<file path="src/rtl/txack_pkg.sv">
package txack_pkg;

  typedef enum logic [1:0] {
    ST_IDLE = 2'd0,
    ST_SEND = 2'd1,
    ST_WAIT = 2'd2,
    ST_HARD = 2'd3
  } seq_state_e;

  typedef enum logic [1:0] {
    PK_MSG  = 2'b00,
    PK_SOFT = 2'b01,
    PK_HARD = 2'b10
  } pkt_kind_e;

  typedef struct packed {
    logic sent;
    logic retry_fail;
    logic soft_fail;
    logic hard_sent;
    logic hard_fail;
  } evt_t;

  localparam int NUM_EVT = 5;

  // a resend is allowed while fewer resends than programmed have happened
  function automatic logic may_resend(input logic en, input logic [1:0] done,
                                      input logic [1:0] limit);
    return en && (done < limit);
  endfunction

  // the kind shown to the PHY for a given stage
  function automatic pkt_kind_e kind_of(input logic in_hard, input logic soft_stage);
    if (in_hard) return PK_HARD;
    return soft_stage ? PK_SOFT : PK_MSG;
  endfunction

endpackage

</file>
<file path="src/rtl/txack_win_timer.sv">
module txack_win_timer #(
  parameter int LIMIT = 1000
) (
  input  logic clk,
  input  logic rst_n,
  input  logic clr_i,
  input  logic run_i,
  output logic expire_o
);
  localparam int CW = $clog2(LIMIT + 1);
  localparam logic [CW-1:0] LAST = CW'(LIMIT - 1);

  logic [CW-1:0] cnt_q;

  always_ff @(posedge clk or negedge rst_n) begin
    if (!rst_n)       cnt_q <= '0;
    else if (clr_i)   cnt_q <= '0;
    else if (run_i && cnt_q != LAST) cnt_q <= cnt_q + 1'b1;
  end

  assign expire_o = run_i && (cnt_q == LAST);
endmodule

</file>
<file path="src/rtl/txack_stage_ctrl.sv">
module txack_stage_ctrl
  import txack_pkg::*;
#(
  parameter int IDW = 3
) (
  input  logic           clk,
  input  logic           rst_n,
  input  logic           start_i,
  input  logic [IDW-1:0] msg_id_i,
  input  logic           auto_retry_i,
  input  logic [1:0]     retry_cnt_i,
  input  logic           auto_soft_i,
  input  logic           auto_hard_i,
  input  logic           hard_cmd_i,
  input  logic           line_busy_i,
  input  logic           phy_eop_i,
  input  logic           ack_i,
  input  logic [IDW-1:0] ack_id_i,
  input  logic           ack_expire_i,
  input  logic           hard_expire_i,
  output logic           phy_req_o,
  output logic [1:0]     phy_kind_o,
  output logic [IDW-1:0] phy_msgid_o,
  output logic           in_wait_o,
  output logic           in_hard_o,
  output logic           ack_hit_o,
  output logic           start_ok_o,
  output evt_t           evt_o
);
  seq_state_e     st_q, st_d;
  logic           soft_q, soft_d;
  logic [1:0]     att_q, att_d;
  logic [IDW-1:0] mid_q, mid_d;

  logic [IDW-1:0] want_id;
  logic           eop_ok;
  logic           resend;
  logic           exhausted;

  assign want_id    = soft_q ? '0 : mid_q;
  assign phy_req_o  = (st_q == ST_SEND || st_q == ST_HARD) && !line_busy_i;
  assign eop_ok     = phy_eop_i && phy_req_o;
  assign ack_hit_o  = (st_q == ST_WAIT) && ack_i && (ack_id_i == want_id);
  assign resend     = may_resend(auto_retry_i, att_q, retry_cnt_i);
  assign exhausted  = (st_q == ST_WAIT) && !ack_hit_o && ack_expire_i && !resend;
  assign start_ok_o = (st_q == ST_IDLE) && start_i && !hard_cmd_i;
  assign in_wait_o  = (st_q == ST_WAIT);
  assign in_hard_o  = (st_q == ST_HARD);

  assign phy_kind_o  = kind_of(st_q == ST_HARD, soft_q);
  assign phy_msgid_o = (st_q == ST_HARD) ? '0 : want_id;

  always_comb begin
    evt_o            = '0;
    evt_o.sent       = ack_hit_o && !hard_cmd_i;
    evt_o.retry_fail = exhausted && !soft_q && !hard_cmd_i;
    evt_o.soft_fail  = exhausted && soft_q && !hard_cmd_i;
    evt_o.hard_sent  = (st_q == ST_HARD) && eop_ok && !hard_cmd_i;
    evt_o.hard_fail  = (st_q == ST_HARD) && !eop_ok && hard_expire_i && !hard_cmd_i;
  end

  always_comb begin
    st_d   = st_q;
    soft_d = soft_q;
    att_d  = att_q;
    mid_d  = mid_q;
    if (hard_cmd_i) begin
      st_d = ST_HARD;
    end else begin
      unique case (st_q)
        ST_IDLE: if (start_i) begin
          st_d   = ST_SEND;
          soft_d = 1'b0;
          att_d  = '0;
          mid_d  = msg_id_i;
        end
        ST_SEND: if (eop_ok) st_d = ST_WAIT;
        ST_WAIT: begin
          if (ack_hit_o) begin
            st_d = ST_IDLE;
          end else if (ack_expire_i) begin
            if (resend) begin
              att_d = att_q + 1'b1;
              st_d  = ST_SEND;
            end else if (!soft_q) begin
              if (auto_soft_i) begin
                soft_d = 1'b1;
                att_d  = '0;
                st_d   = ST_SEND;
              end else begin
                st_d = ST_IDLE;
              end
            end else begin
              st_d = auto_hard_i ? ST_HARD : ST_IDLE;
            end
          end
        end
        ST_HARD: if (eop_ok || hard_expire_i) st_d = ST_IDLE;
        default: st_d = ST_IDLE;
      endcase
    end
  end

  always_ff @(posedge clk or negedge rst_n) begin
    if (!rst_n) begin
      st_q   <= ST_IDLE;
      soft_q <= 1'b0;
      att_q  <= '0;
      mid_q  <= '0;
    end else begin
      st_q   <= st_d;
      soft_q <= soft_d;
      att_q  <= att_d;
      mid_q  <= mid_d;
    end
  end
endmodule

</file>
<file path="src/rtl/txack_irq_bank.sv">
module txack_irq_bank
  import txack_pkg::*;
(
  input  logic clk,
  input  logic rst_n,
  input  evt_t evt_i,
  input  logic clr_sticky_i,
  output evt_t irq_o,
  output logic retryfail_flag_o,
  output logic softfail_flag_o
);
  logic [NUM_EVT-1:0] evt_vec, irq_vec;

  assign evt_vec = evt_i;

  for (genvar g = 0; g < NUM_EVT; g++) begin : g_pulse
    always_ff @(posedge clk or negedge rst_n) begin
      if (!rst_n) irq_vec[g] <= 1'b0;
      else        irq_vec[g] <= evt_vec[g];
    end
  end

  assign irq_o = irq_vec;

  always_ff @(posedge clk or negedge rst_n) begin
    if (!rst_n) begin
      retryfail_flag_o <= 1'b0;
      softfail_flag_o  <= 1'b0;
    end else if (clr_sticky_i) begin
      retryfail_flag_o <= 1'b0;
      softfail_flag_o  <= 1'b0;
    end else begin
      if (evt_i.retry_fail) retryfail_flag_o <= 1'b1;
      if (evt_i.soft_fail)  softfail_flag_o  <= 1'b1;
    end
  end
endmodule

</file>
<file path="src/rtl/txack_escalator.sv">
module txack_escalator
  import txack_pkg::*;
#(
  parameter int IDW         = 3,
  parameter int ACK_TIMEOUT = 1000,
  parameter int HARD_WINDOW = 5000
) (
  input  logic           clk,
  input  logic           rst_n,
  input  logic           start_i,
  input  logic [IDW-1:0] msg_id_i,
  input  logic           auto_retry_i,
  input  logic [1:0]     retry_cnt_i,
  input  logic           auto_soft_i,
  input  logic           auto_hard_i,
  input  logic           hard_cmd_i,
  input  logic           line_busy_i,
  input  logic           phy_eop_i,
  input  logic           ack_i,
  input  logic [IDW-1:0] ack_id_i,
  output logic           phy_req_o,
  output logic [1:0]     phy_kind_o,
  output logic [IDW-1:0] phy_msgid_o,
  output logic           irq_txsent_o,
  output logic           irq_retryfail_o,
  output logic           irq_softfail_o,
  output logic           irq_hardsent_o,
  output logic           irq_hardfail_o,
  output logic           retryfail_flag_o,
  output logic           softfail_flag_o
);
  logic ack_expire_w, hard_expire_w;
  logic in_wait_w, in_hard_w;
  logic ack_hit_w, start_ok_w;
  evt_t evt_w, irq_w;

  txack_win_timer #(.LIMIT(ACK_TIMEOUT)) u_ack_tmr (
    .clk(clk), .rst_n(rst_n),
    .clr_i(!in_wait_w), .run_i(in_wait_w), .expire_o(ack_expire_w)
  );

  txack_win_timer #(.LIMIT(HARD_WINDOW)) u_hard_tmr (
    .clk(clk), .rst_n(rst_n),
    .clr_i(!in_hard_w || hard_cmd_i), .run_i(in_hard_w), .expire_o(hard_expire_w)
  );

  txack_stage_ctrl #(.IDW(IDW)) u_ctrl (
    .clk(clk), .rst_n(rst_n),
    .start_i(start_i), .msg_id_i(msg_id_i),
    .auto_retry_i(auto_retry_i), .retry_cnt_i(retry_cnt_i),
    .auto_soft_i(auto_soft_i), .auto_hard_i(auto_hard_i),
    .hard_cmd_i(hard_cmd_i), .line_busy_i(line_busy_i),
    .phy_eop_i(phy_eop_i), .ack_i(ack_i), .ack_id_i(ack_id_i),
    .ack_expire_i(ack_expire_w), .hard_expire_i(hard_expire_w),
    .phy_req_o(phy_req_o), .phy_kind_o(phy_kind_o), .phy_msgid_o(phy_msgid_o),
    .in_wait_o(in_wait_w), .in_hard_o(in_hard_w),
    .ack_hit_o(ack_hit_w), .start_ok_o(start_ok_w), .evt_o(evt_w)
  );

  txack_irq_bank u_irq (
    .clk(clk), .rst_n(rst_n), .evt_i(evt_w),
    .clr_sticky_i(start_ok_w || hard_cmd_i),
    .irq_o(irq_w),
    .retryfail_flag_o(retryfail_flag_o), .softfail_flag_o(softfail_flag_o)
  );

  assign irq_txsent_o    = irq_w.sent;
  assign irq_retryfail_o = irq_w.retry_fail;
  assign irq_softfail_o  = irq_w.soft_fail;
  assign irq_hardsent_o  = irq_w.hard_sent;
  assign irq_hardfail_o  = irq_w.hard_fail;
endmodule

</file>
<file path="config.mk">
export PLATFORM = sky130hd
export DESIGN_NAME = txack_escalator
export DESIGN_NICKNAME = d
export VERILOG_FILES = /design/src/rtl/txack_pkg.sv /design/src/rtl/txack_win_timer.sv /design/src/rtl/txack_stage_ctrl.sv /design/src/rtl/txack_irq_bank.sv /design/src/rtl/txack_escalator.sv
export SDC_FILE = /design/constraint.sdc
export NUM_CORES = 1
export LEC_CHECK = 0
export BUFFER_PORTS_ARGS = -buffer_cell sky130_fd_sc_hd__buf_2
export CAP_MARGIN = 20
export CORE_MARGIN = 8
export CORE_UTILIZATION = 57
export DETAILED_ROUTE_END_ITERATION = 10
export HOLD_SLACK_MARGIN = 0.12
export PLACE_DENSITY = 0.87
export SYNTH_ARGS = -nofsm -noshare
export SYNTH_HDL_FRONTEND = slang
export SYNTH_HIERARCHICAL = 1
export SYNTH_SLANG_ARGS = --single-unit
</file>
<file path="constraint.sdc">
create_clock -name clk -period 2.79 [get_ports clk]
set_input_delay 0.4185 -clock clk [delete_from_list [all_inputs] [get_ports clk]]
set_output_delay 0.4185 -clock clk [all_outputs]
set_load 0.02 [all_outputs]
</file>
==> results of run 1 <==
==> stage by stage <==
stage / setup WS [ns] / instances / hold slack, ns
2_1_floorplan: 0.830 / 215 / 0.123
3_3_place_gp: 0.676 / 287 / 0.466
3_5_place_dp: 0.603 / 287 / 0.480
4_1_cts: 0.576 / 295 / 0.250
5_1_grt: 0.283 / 295 / 0.294
6_report: 0.543 / 295 / 0.217
==> metal layers <==
layer,track usage,up-vias,part of all wire
met1,0.178,805,0.44
met5,0,-,0
li1,-,835,-
met3,0.0410,4,0.062
met4,0.0556,0,0.0093
met2,0.242,43,0.49
==> cell usage after synthesis, drive strengths merged, types with 3 or more instances <==
cell type | n | share of area
and4 | 3 | 0.012
nand2 | 13 | 0.023
nor3 | 6 | 0.016
buf | 7 | 0.020
ha | 3 | 0.017
nand4 | 6 | 0.017
nand3 | 7 | 0.016
nor2b | 4 | 0.011
xnor2 | 7 | 0.031
nor4 | 3 | 0.011
mux2 | 3 | 0.015
nor4b | 5 | 0.030
nor2 | 23 | 0.039
o21ai | 6 | 0.014
xor2 | 10 | 0.040
or3 | 7 | 0.022
and3 | 3 | 0.0085
a21oi | 8 | 0.020
o31ai | 4 | 0.014
dfrtp | 38 | 0.43
nand2b | 7 | 0.020
inv | 6 | 0.010
and2 | 6 | 0.018
mux2i | 4 | 0.018
o21ba | 3 | 0.016
==> report_power, final <==
part	internal, mW	total, mW	switching, mW
sequential	0.623	0.735	0.112
combinational	0.285	0.664	0.379
clock	0.263	0.454	0.191
==> worst max-delay path by stage <==
stage | from | end | slack, ns | cells after the start
floorplan | u_ack_tmr/cnt_q[0]$_DFFE_PN0P_ | u_ctrl/att_q[0]$_DFFE_PN0P_ | 0.83 | 8
detailed placement | u_ack_tmr/cnt_q[0]$_DFFE_PN0P_ | u_ctrl/att_q[0]$_DFFE_PN0P_ | 0.60 | 8
global placement | u_ack_tmr/cnt_q[0]$_DFFE_PN0P_ | u_ctrl/att_q[1]$_DFFE_PN0P_ | 0.68 | 8
CTS | u_ack_tmr/cnt_q[0]$_DFFE_PN0P_ | u_ctrl/att_q[0]$_DFFE_PN0P_ | 0.58 | 8
finish | u_ack_tmr/cnt_q[0]$_DFFE_PN0P_ | u_ctrl/att_q[1]$_DFFE_PN0P_ | 0.54 | 8
global route | u_ack_tmr/cnt_q[0]$_DFFE_PN0P_ | u_ctrl/att_q[1]$_DFFE_PN0P_ | 0.28 | 8
==> worst register-to-register path: cells and delay by family, from the launching register on <==
kind | cells | cell delay [ns]
fa+ha+maj | 1 | 0.21
flops | 1 | 0.40
compound gates | 1 | 0.24
simple gates | 5 | 1.19
mux | 1 | 0.11
==> cell families after synthesis <==
| kind of cell | Yosys count | synth area share |
|---|---|---|
| AND/OR/NAND/NOR | 105 | 0.289 |
| flip-flops | 38 | 0.431 |
| AO/OA/AOI/OAI | 31 | 0.125 |
| XOR/XNOR | 17 | 0.0709 |
| buffers and inverters | 14 | 0.0323 |
| multiplexers | 7 | 0.0335 |
| adder cells (fa/ha/maj) | 3 | 0.0170 |
==> layout make-up <==
class                      count  area, um^2
inverter                       6        22.5
clock buffer                   5        68.8
sequential                    38         951
fill                         269        1200
timing repair buffer          32         165
clock inverter                 3        40.0
tap                           48        60.1
multi-input combinational    163        1180
==> registers in the layout, summed over array words and instances (netlist names) <==
name / count
u_ctrl/att_q: 2
u_ack_tmr/cnt_q: 10
u_hard_tmr/cnt_q: 13
u_ctrl/st_q: 2
u_ctrl/soft_q: 1
u_ctrl/mid_q: 3
u_irq/softfail_flag_o: 1
u_irq/irq_o: 5
u_irq/retryfail_flag_o: 1
==> impl_results.html, run 1 <==
<table>
<tr><th>Metric</th><th>Value</th></tr>
<tr><th colspan="2">Route</th></tr>
<tr><td>DRC Markers</td><td>0</td></tr>
<tr><td>Routed Antenna Nets</td><td>0</td></tr>
<tr><td>Average via count per standard cell</td><td>5.72</td></tr>
<tr><td>First-iteration detailed-routing DRC count</td><td>132</td></tr>
<tr><td>Average wire per cell in the routed design</td><td>15.0 um</td></tr>
<tr><td>DR vias</td><td>1,687</td></tr>
<tr><td>Total wirelength of the detailed-routed design</td><td>4.42 mm</td></tr>
<tr><td>Number of detailed-route iterations in the first pass</td><td>4</td></tr>
<tr><th colspan="2">Worst setup path</th></tr>
<tr><td>Destination of the worst register-to-register timing path</td><td>u_ctrl/att_q[1]$_DFFE_PN0P_</td></tr>
<tr><td>Kind of cell adding the most delay to the critical path</td><td>simple AND/OR/NAND/NOR gates</td></tr>
<tr><td>Top fanout value on the critical path</td><td>4</td></tr>
<tr><td>Delay of the slowest cell on the worst path</td><td>0.40 ns</td></tr>
<tr><td>CP Data Required Time</td><td>2.97 ns</td></tr>
<tr><td>Cell repeated most along the worst path</td><td>nand2_1</td></tr>
<tr><td>R2R setup slack</td><td>0.54 ns</td></tr>
<tr><td>Cell-by-cell listing of the critical path</td><td>ha_1 &gt; nand2_1 &gt; nor4_1 &gt; and2_1 &gt; mux2i_1 &gt; nor3_1 &gt; nand2_1 &gt; a22o_1</td></tr>
<tr><td>Number of cells on the worst reg-to-reg path</td><td>8</td></tr>
<tr><td>Arrival time at the worst endpoint</td><td>2.43 ns</td></tr>
<tr><td>R2R Path Start</td><td>u_ack_tmr/cnt_q[0]$_DFFE_PN0P_</td></tr>
<tr><td>Critical path endpoint category</td><td>flip-flop</td></tr>
<tr><td>Critical-path top delay cell</td><td>dfrtp_1</td></tr>
<tr><td>Crit path buf inv count</td><td>0</td></tr>
<tr><td>Worst Setup Path Type</td><td>reg -&gt; reg</td></tr>
<tr><td>Type of origin of the critical path</td><td>flip-flop</td></tr>
<tr><th colspan="2">Floorplanning</th></tr>
<tr><td>Floorplan Core Area</td><td>3690 um^2</td></tr>
<tr><td>Effective utilization at floorplan</td><td>0.598</td></tr>
<tr><td>Die Y</td><td>78.2 um</td></tr>
<tr><td>Die outline width</td><td>78.2 um</td></tr>
<tr><td>Number of standard-cell rows in the floorplan</td><td>22</td></tr>
<tr><td>Area of the die</td><td>6110 um^2</td></tr>
<tr><td>I/O pin total</td><td>31</td></tr>
<tr><th colspan="2">Finish</th></tr>
<tr><td>Most common cell after layout, fill and taps aside</td><td>dfrtp_1</td></tr>
<tr><td>Util after Layout</td><td>0.675</td></tr>
<tr><td>Net total in the final layout</td><td>267</td></tr>
<tr><td>Syn-to-layout area delta</td><td>12.9%</td></tr>
<tr><td>Count of inserted antenna diode cells</td><td>0</td></tr>
<tr><td>Final Instance Area</td><td>2490 um^2</td></tr>
<tr><td>Commonest cells after routing, fill and taps aside</td><td>38 x dfrtp_1, 30 x buf_2, 23 x nor2_1</td></tr>
<tr><td>Fraction of final layout cells with drive strength greater than 1</td><td>0.239</td></tr>
<tr><th colspan="2">Clock network</th></tr>
<tr><td>Clock transition at path regs</td><td>0.08 ns</td></tr>
<tr><td>TritonCTS clock tree</td><td>yes</td></tr>
<tr><td>H-tree depth</td><td>2</td></tr>
<tr><td>Root cell of the clock tree</td><td>clkbuf_8</td></tr>
<tr><td>Number of buffers inserted for hold repair after clock tree synthesis</td><td>0</td></tr>
<tr><td>Deepest clock path buffer count</td><td>2</td></tr>
<tr><td>Worst-Skew Late Latency</td><td>0.29 ns</td></tr>
<tr><td>Number of buffers inserted during clock tree synthesis</td><td>5</td></tr>
<tr><td>Post-CTS repair timing setup buffer count</td><td>0</td></tr>
<tr><td>Number of clock sinks seen by CTS</td><td>38</td></tr>
<tr><td>Cts repair resizes</td><td>0</td></tr>
<tr><th colspan="2">Timing</th></tr>
<tr><td>Final setup TNS</td><td>0 ns</td></tr>
<tr><td>Clock Skews</td><td>0.00500 ns</td></tr>
<tr><td>Period minus WS final</td><td>2.25 ns</td></tr>
<tr><td>Transition time of the tightest slew-check pin</td><td>0.807 ns</td></tr>
<tr><td>Final Cycle Share</td><td>0.805</td></tr>
<tr><td>Unrepaired setup endpoints after global routing</td><td>no</td></tr>
<tr><td>Upper clock frequency limit</td><td>0.445 GHz</td></tr>
<tr><td>Max_slew headroom</td><td>0.462</td></tr>
<tr><td>Count of endpoints failing setup in the final report</td><td>0</td></tr>
<tr><td>Final number of max-transition violations</td><td>0</td></tr>
<tr><td>Final Hold Violating Endpoints</td><td>0</td></tr>
<tr><th colspan="2">Placed design</th></tr>
<tr><td>Global placer's final weighted congestion</td><td>0.852</td></tr>
<tr><td>DP Area</td><td>2380 um^2</td></tr>
<tr><td>Buffers on Ports</td><td>30</td></tr>
<tr><td>Post-detailed-placement half-perimeter wirelength</td><td>3.16 mm</td></tr>
<tr><th colspan="2">Synthesis</th></tr>
<tr><td>Post-synthesis instance total</td><td>215</td></tr>
<tr><td>Share of synthesized registers carrying an async set or reset</td><td>1.00</td></tr>
<tr><td>Number of register bits inferred by synthesis</td><td>38</td></tr>
<tr><td>Post-Synthesis Mean Instance Area</td><td>10.3 um^2</td></tr>
<tr><td>Part of the Yosys area used for sequential elements</td><td>0.431</td></tr>
<tr><td>Number of enable-type register cells in the synthesized netlist</td><td>0</td></tr>
<tr><td>Unique masters post-synth</td><td>61</td></tr>
<tr><td>Post-Synthesis Cell Area</td><td>2200 um^2</td></tr>
<tr><td>Number of nets in the synthesized netlist</td><td>236</td></tr>
<tr><td>Synth Flop Type</td><td>dfrtp_1</td></tr>
<tr><td>Number of warnings reported in the yosys synthesis log</td><td>6</td></tr>
<tr><th colspan="2">Status</th></tr>
<tr><td>Run status</td><td>complete, no violations</td></tr>
<tr><th colspan="2">Global routing</th></tr>
<tr><td>Number of antenna violations at the first check in global routing</td><td>0</td></tr>
<tr><td>GRT Overall Usage</td><td>0.147</td></tr>
<tr><td>Pin count of the biggest net entering global routing</td><td>39</td></tr>
<tr><td>First-pass GRT wire length</td><td>7.55 mm</td></tr>
<tr><td>GRT overflow</td><td>0</td></tr>
<tr><td>Vias in the first global route</td><td>1,627</td></tr>
<tr><th colspan="2">Power</th></tr>
<tr><td>Max VDD drop</td><td>0.421 mV</td></tr>
<tr><td>Pwr/cell area</td><td>744 nW/um^2</td></tr>
<tr><td>Power consumption</td><td>1.85 mW</td></tr>
<tr><td>Leakage power figure</td><td>1.10 nW</td></tr>
<tr><th colspan="2">Worst hold path</th></tr>
<tr><td>Path type of the worst min-delay path</td><td>in -&gt; async</td></tr>
<tr><th colspan="2">Job</th></tr>
<tr><td>Max Cap Viol</td><td>0</td></tr>
</table>
(Power assumes the default switching activity.)
==> inputs of run 2 (changes only) <==
==> constraint.sdc (replaced) <==
create_clock -name clk -period 2.1 [get_ports clk]
set_input_delay 0.315 -clock clk [delete_from_list [all_inputs] [get_ports clk]]
set_output_delay 0.315 -clock clk [all_outputs]
set_load 0.02 [all_outputs]
==> run 2 against run 1 <==
Via count is 6.1% higher. Critical path type unchanged. Largest cell class unchanged. Sequential share of layout area fell by 1.6 points. Clock-buffer cell count rose by 2. Clock skew is 0.0024 ns higher. Global-route usage grew 1.5 points. Fmax grew 14%.
==> impl_results.html, run 2 (same netlist as run 1, synthesis figures left out) <==
<table>
<tr><th>Metric</th><th>Value</th></tr>
<tr><th colspan="2">Timing</th></tr>
<tr><td>Final Hold Violating Endpoints</td><td>0 (unchanged)</td></tr>
<tr><td>Period minus WS final</td><td>1.97 ns (was 2.25 ns)</td></tr>
<tr><td>Final number of max-transition violations</td><td>0 (unchanged)</td></tr>
<tr><td>Final setup TNS</td><td>0 ns (unchanged)</td></tr>
<tr><td>Final Cycle Share</td><td>0.940 (was 0.805)</td></tr>
<tr><td>Clock Skews</td><td>0.00735 ns (was 0.00500 ns)</td></tr>
<tr><td>Transition time of the tightest slew-check pin</td><td>0.839 ns (was 0.807 ns)</td></tr>
<tr><td>Max_slew headroom</td><td>0.441 (was 0.462)</td></tr>
<tr><td>Upper clock frequency limit</td><td>0.506 GHz (was 0.445 GHz)</td></tr>
<tr><td>Count of endpoints failing setup in the final report</td><td>0 (unchanged)</td></tr>
<tr><th colspan="2">Power</th></tr>
<tr><td>Pwr/cell area</td><td>983 nW/um^2 (was 744 nW/um^2)</td></tr>
<tr><td>Power consumption</td><td>2.55 mW (was 1.85 mW)</td></tr>
<tr><td>Max VDD drop</td><td>0.475 mV (was 0.421 mV)</td></tr>
<tr><td>Leakage power figure</td><td>1.14 nW (was 1.10 nW)</td></tr>
<tr><th colspan="2">Global routing</th></tr>
<tr><td>First-pass GRT wire length</td><td>8.31 mm (was 7.55 mm)</td></tr>
<tr><td>GRT Overall Usage</td><td>0.162 (was 0.147)</td></tr>
<tr><td>Vias in the first global route</td><td>1,824 (was 1,627)</td></tr>
<tr><td>Pin count of the biggest net entering global routing</td><td>39 (unchanged)</td></tr>
<tr><td>Number of antenna violations at the first check in global routing</td><td>0 (unchanged)</td></tr>
<tr><td>GRT overflow</td><td>0 (unchanged)</td></tr>
<tr><th colspan="2">Clock network</th></tr>
<tr><td>Number of buffers inserted during clock tree synthesis</td><td>5 (unchanged)</td></tr>
<tr><td>Worst-Skew Late Latency</td><td>0.29 ns (about the same)</td></tr>
<tr><td>H-tree depth</td><td>2 (unchanged)</td></tr>
<tr><td>Number of buffers inserted for hold repair after clock tree synthesis</td><td>0 (unchanged)</td></tr>
<tr><td>Deepest clock path buffer count</td><td>2 (unchanged)</td></tr>
<tr><td>Number of clock sinks seen by CTS</td><td>38 (unchanged)</td></tr>
<tr><td>Root cell of the clock tree</td><td>clkbuf_8 (unchanged)</td></tr>
<tr><td>Clock transition at path regs</td><td>0.07 ns (was 0.08 ns)</td></tr>
<tr><td>TritonCTS clock tree</td><td>yes (unchanged)</td></tr>
<tr><th colspan="2">Route</th></tr>
<tr><td>Total wirelength of the detailed-routed design</td><td>4.80 mm (was 4.42 mm)</td></tr>
<tr><td>DRC Markers</td><td>0 (unchanged)</td></tr>
<tr><td>Routed Antenna Nets</td><td>0 (unchanged)</td></tr>
<tr><td>DR vias</td><td>1,790 (was 1,687)</td></tr>
<tr><td>Average wire per cell in the routed design</td><td>15.8 um (was 15.0 um)</td></tr>
<tr><td>Average via count per standard cell</td><td>5.89 (was 5.72)</td></tr>
<tr><td>Number of detailed-route iterations in the first pass</td><td>5 (was 4)</td></tr>
<tr><td>First-iteration detailed-routing DRC count</td><td>135 (was 132)</td></tr>
<tr><th colspan="2">Worst setup path</th></tr>
<tr><td>Type of origin of the critical path</td><td>flip-flop (unchanged)</td></tr>
<tr><td>Top fanout value on the critical path</td><td>3 (was 4)</td></tr>
<tr><td>CP Data Required Time</td><td>2.27 ns (was 2.97 ns)</td></tr>
<tr><td>Number of cells on the worst reg-to-reg path</td><td>8 (unchanged)</td></tr>
<tr><td>Arrival time at the worst endpoint</td><td>2.14 ns (was 2.43 ns)</td></tr>
<tr><td>Worst Setup Path Type</td><td>reg -&gt; reg (unchanged)</td></tr>
<tr><td>Critical path endpoint category</td><td>flip-flop (unchanged)</td></tr>
<tr><th colspan="2">Finish</th></tr>
<tr><td>Net total in the final layout</td><td>276 (was 267)</td></tr>
<tr><td>Util after Layout</td><td>0.705 (was 0.675)</td></tr>
<tr><td>Most common cell after layout, fill and taps aside</td><td>dfrtp_1 (unchanged)</td></tr>
<tr><td>Syn-to-layout area delta</td><td>17.9% (was 12.9%)</td></tr>
<tr><td>Fraction of final layout cells with drive strength greater than 1</td><td>0.281 (was 0.239)</td></tr>
<tr><td>Count of non-filler cells in the finished layout</td><td>304 (was 295)</td></tr>
<tr><td>Final Instance Area</td><td>2600 um^2 (was 2490 um^2)</td></tr>
<tr><td>Commonest cells after routing, fill and taps aside</td><td>37 x dfrtp_1, 30 x buf_2, 23 x nor2_1 (was 38 x dfrtp_1, 30 x buf_2, 23 x nor2_1)</td></tr>
<tr><td>Count of inserted antenna diode cells</td><td>0 (unchanged)</td></tr>
<tr><td>Register with the highest flop count</td><td>u_hard_tmr/cnt_q (unchanged)</td></tr>
<tr><td>Number of flip-flops in the largest register</td><td>13 (unchanged)</td></tr>
<tr><th colspan="2">Job</th></tr>
<tr><td>Max Cap Viol</td><td>0 (unchanged)</td></tr>
<tr><th colspan="2">Placed design</th></tr>
<tr><td>Global placer's final weighted congestion</td><td>0.874 (was 0.852)</td></tr>
<tr><td>Buffers on Ports</td><td>30 (unchanged)</td></tr>
<tr><td>Post-detailed-placement half-perimeter wirelength</td><td>3.40 mm (was 3.16 mm)</td></tr>
<tr><td>DP Area</td><td>2430 um^2 (was 2380 um^2)</td></tr>
<tr><td>Number of placed cells counting well taps</td><td>293 (was 287)</td></tr>
<tr><th colspan="2">Floorplanning</th></tr>
<tr><td>Effective utilization at floorplan</td><td>0.598 (unchanged)</td></tr>
<tr><td>Die Y</td><td>78.2 um (unchanged)</td></tr>
<tr><td>Die outline width</td><td>78.2 um (unchanged)</td></tr>
<tr><td>Area of the die</td><td>6110 um^2 (unchanged)</td></tr>
<tr><td>Number of standard-cell rows in the floorplan</td><td>22 (unchanged)</td></tr>
<tr><td>I/O pin total</td><td>31 (unchanged)</td></tr>
<tr><td>Floorplan Core Area</td><td>3690 um^2 (unchanged)</td></tr>
<tr><th colspan="2">Status</th></tr>
<tr><td>Run status</td><td>complete, no violations (unchanged)</td></tr>
<tr><th colspan="2">Worst hold path</th></tr>
<tr><td>Path type of the worst min-delay path</td><td>in -&gt; async (unchanged)</td></tr>
</table>
==> run 2: changes by cell type in the layout (fill, tap and decap cells not counted), moves of 2 or more <==
cell / before / now
buf_4: 2 / 11
clkbuf_1: 0 / 2
clkinv_2: 2 / 0
nor3_1: 5 / 3
nor3_2: 1 / 3
==> run 2: final timing paths <==
check	start	endpoint	slack, ns
max	u_ack_tmr/cnt_q[1]$_DFFE_PN0P_	u_ctrl/att_q[0]$_DFFE_PN0P_	0.13
min	rst_n	u_ack_tmr/cnt_q[3]$_DFFE_PN0P_	0.13
max reg2reg	u_ack_tmr/cnt_q[1]$_DFFE_PN0P_	u_ctrl/att_q[0]$_DFFE_PN0P_	0.13
min reg2reg	u_irq/softfail_flag_o$_DFFE_PN0P_	u_irq/softfail_flag_o$_DFFE_PN0P_	0.50
max in group asynchronous	rst_n	u_ack_tmr/cnt_q[5]$_DFFE_PN0P_	1.40
min in group clk	msg_id_i[0]	u_ctrl/mid_q[0]$_DFFE_PN0P_	0.25
==> run 2: worst max-delay path: stages (launching register included) <==
cell     delay, ns
dfrtp_1       0.39
ha_2          0.21
nand2_1       0.13
nor4_4        0.17
and2_1        0.18
mux2i_1       0.11
or3_1         0.32
o31ai_1       0.24
o31ai_1       0.10
==> run 2: per-layer routing <==
metal	wire, um	vias to the layer above	track usage
met4	104	0	0.0759
met5	0	-	0
met3	301	10	0.0467
met1	2070	867	0.189
met2	2320	65	0.269
li1	-	848	-
==> run 2: final cells by class <==
| class | count | area, um^2 |
|---|---|---|
| inverters | 6 | 22.5 |
| flip-flops and latches | 38 | 952 |
| clock inverters | 1 | 30.0 |
| well taps | 48 | 60.1 |
| repair buffers | 41 | 233 |
| multi-input cells | 163 | 1220 |
| clock buffers | 7 | 76.3 |
| fillers | 255 | 1090 |
==> run 2: where the power goes <==
group          leakage, nW  switching (mW)  internal [mW]
Combinational        0.575           0.567          0.437
Clock               0.0524           0.239          0.355
Sequential           0.512           0.128          0.828
==> run 2: what timing repair did <==
item / in CTS / in global routing
pin swaps: 1 / 0
resized for setup: 1 / 7
buffers inserted: 1 / 2
setup endpoints to repair: 2 / 5
==> run 2: stage by stage <==
step	hold WS (ns)	worst slack, ns
finish	0.128	0.126
global route	0.187	-0.000510
CTS	0.145	0.0234
detailed placement	0.464	0.000592
global placement	0.448	0.118
floorplan	0.0194	0.140
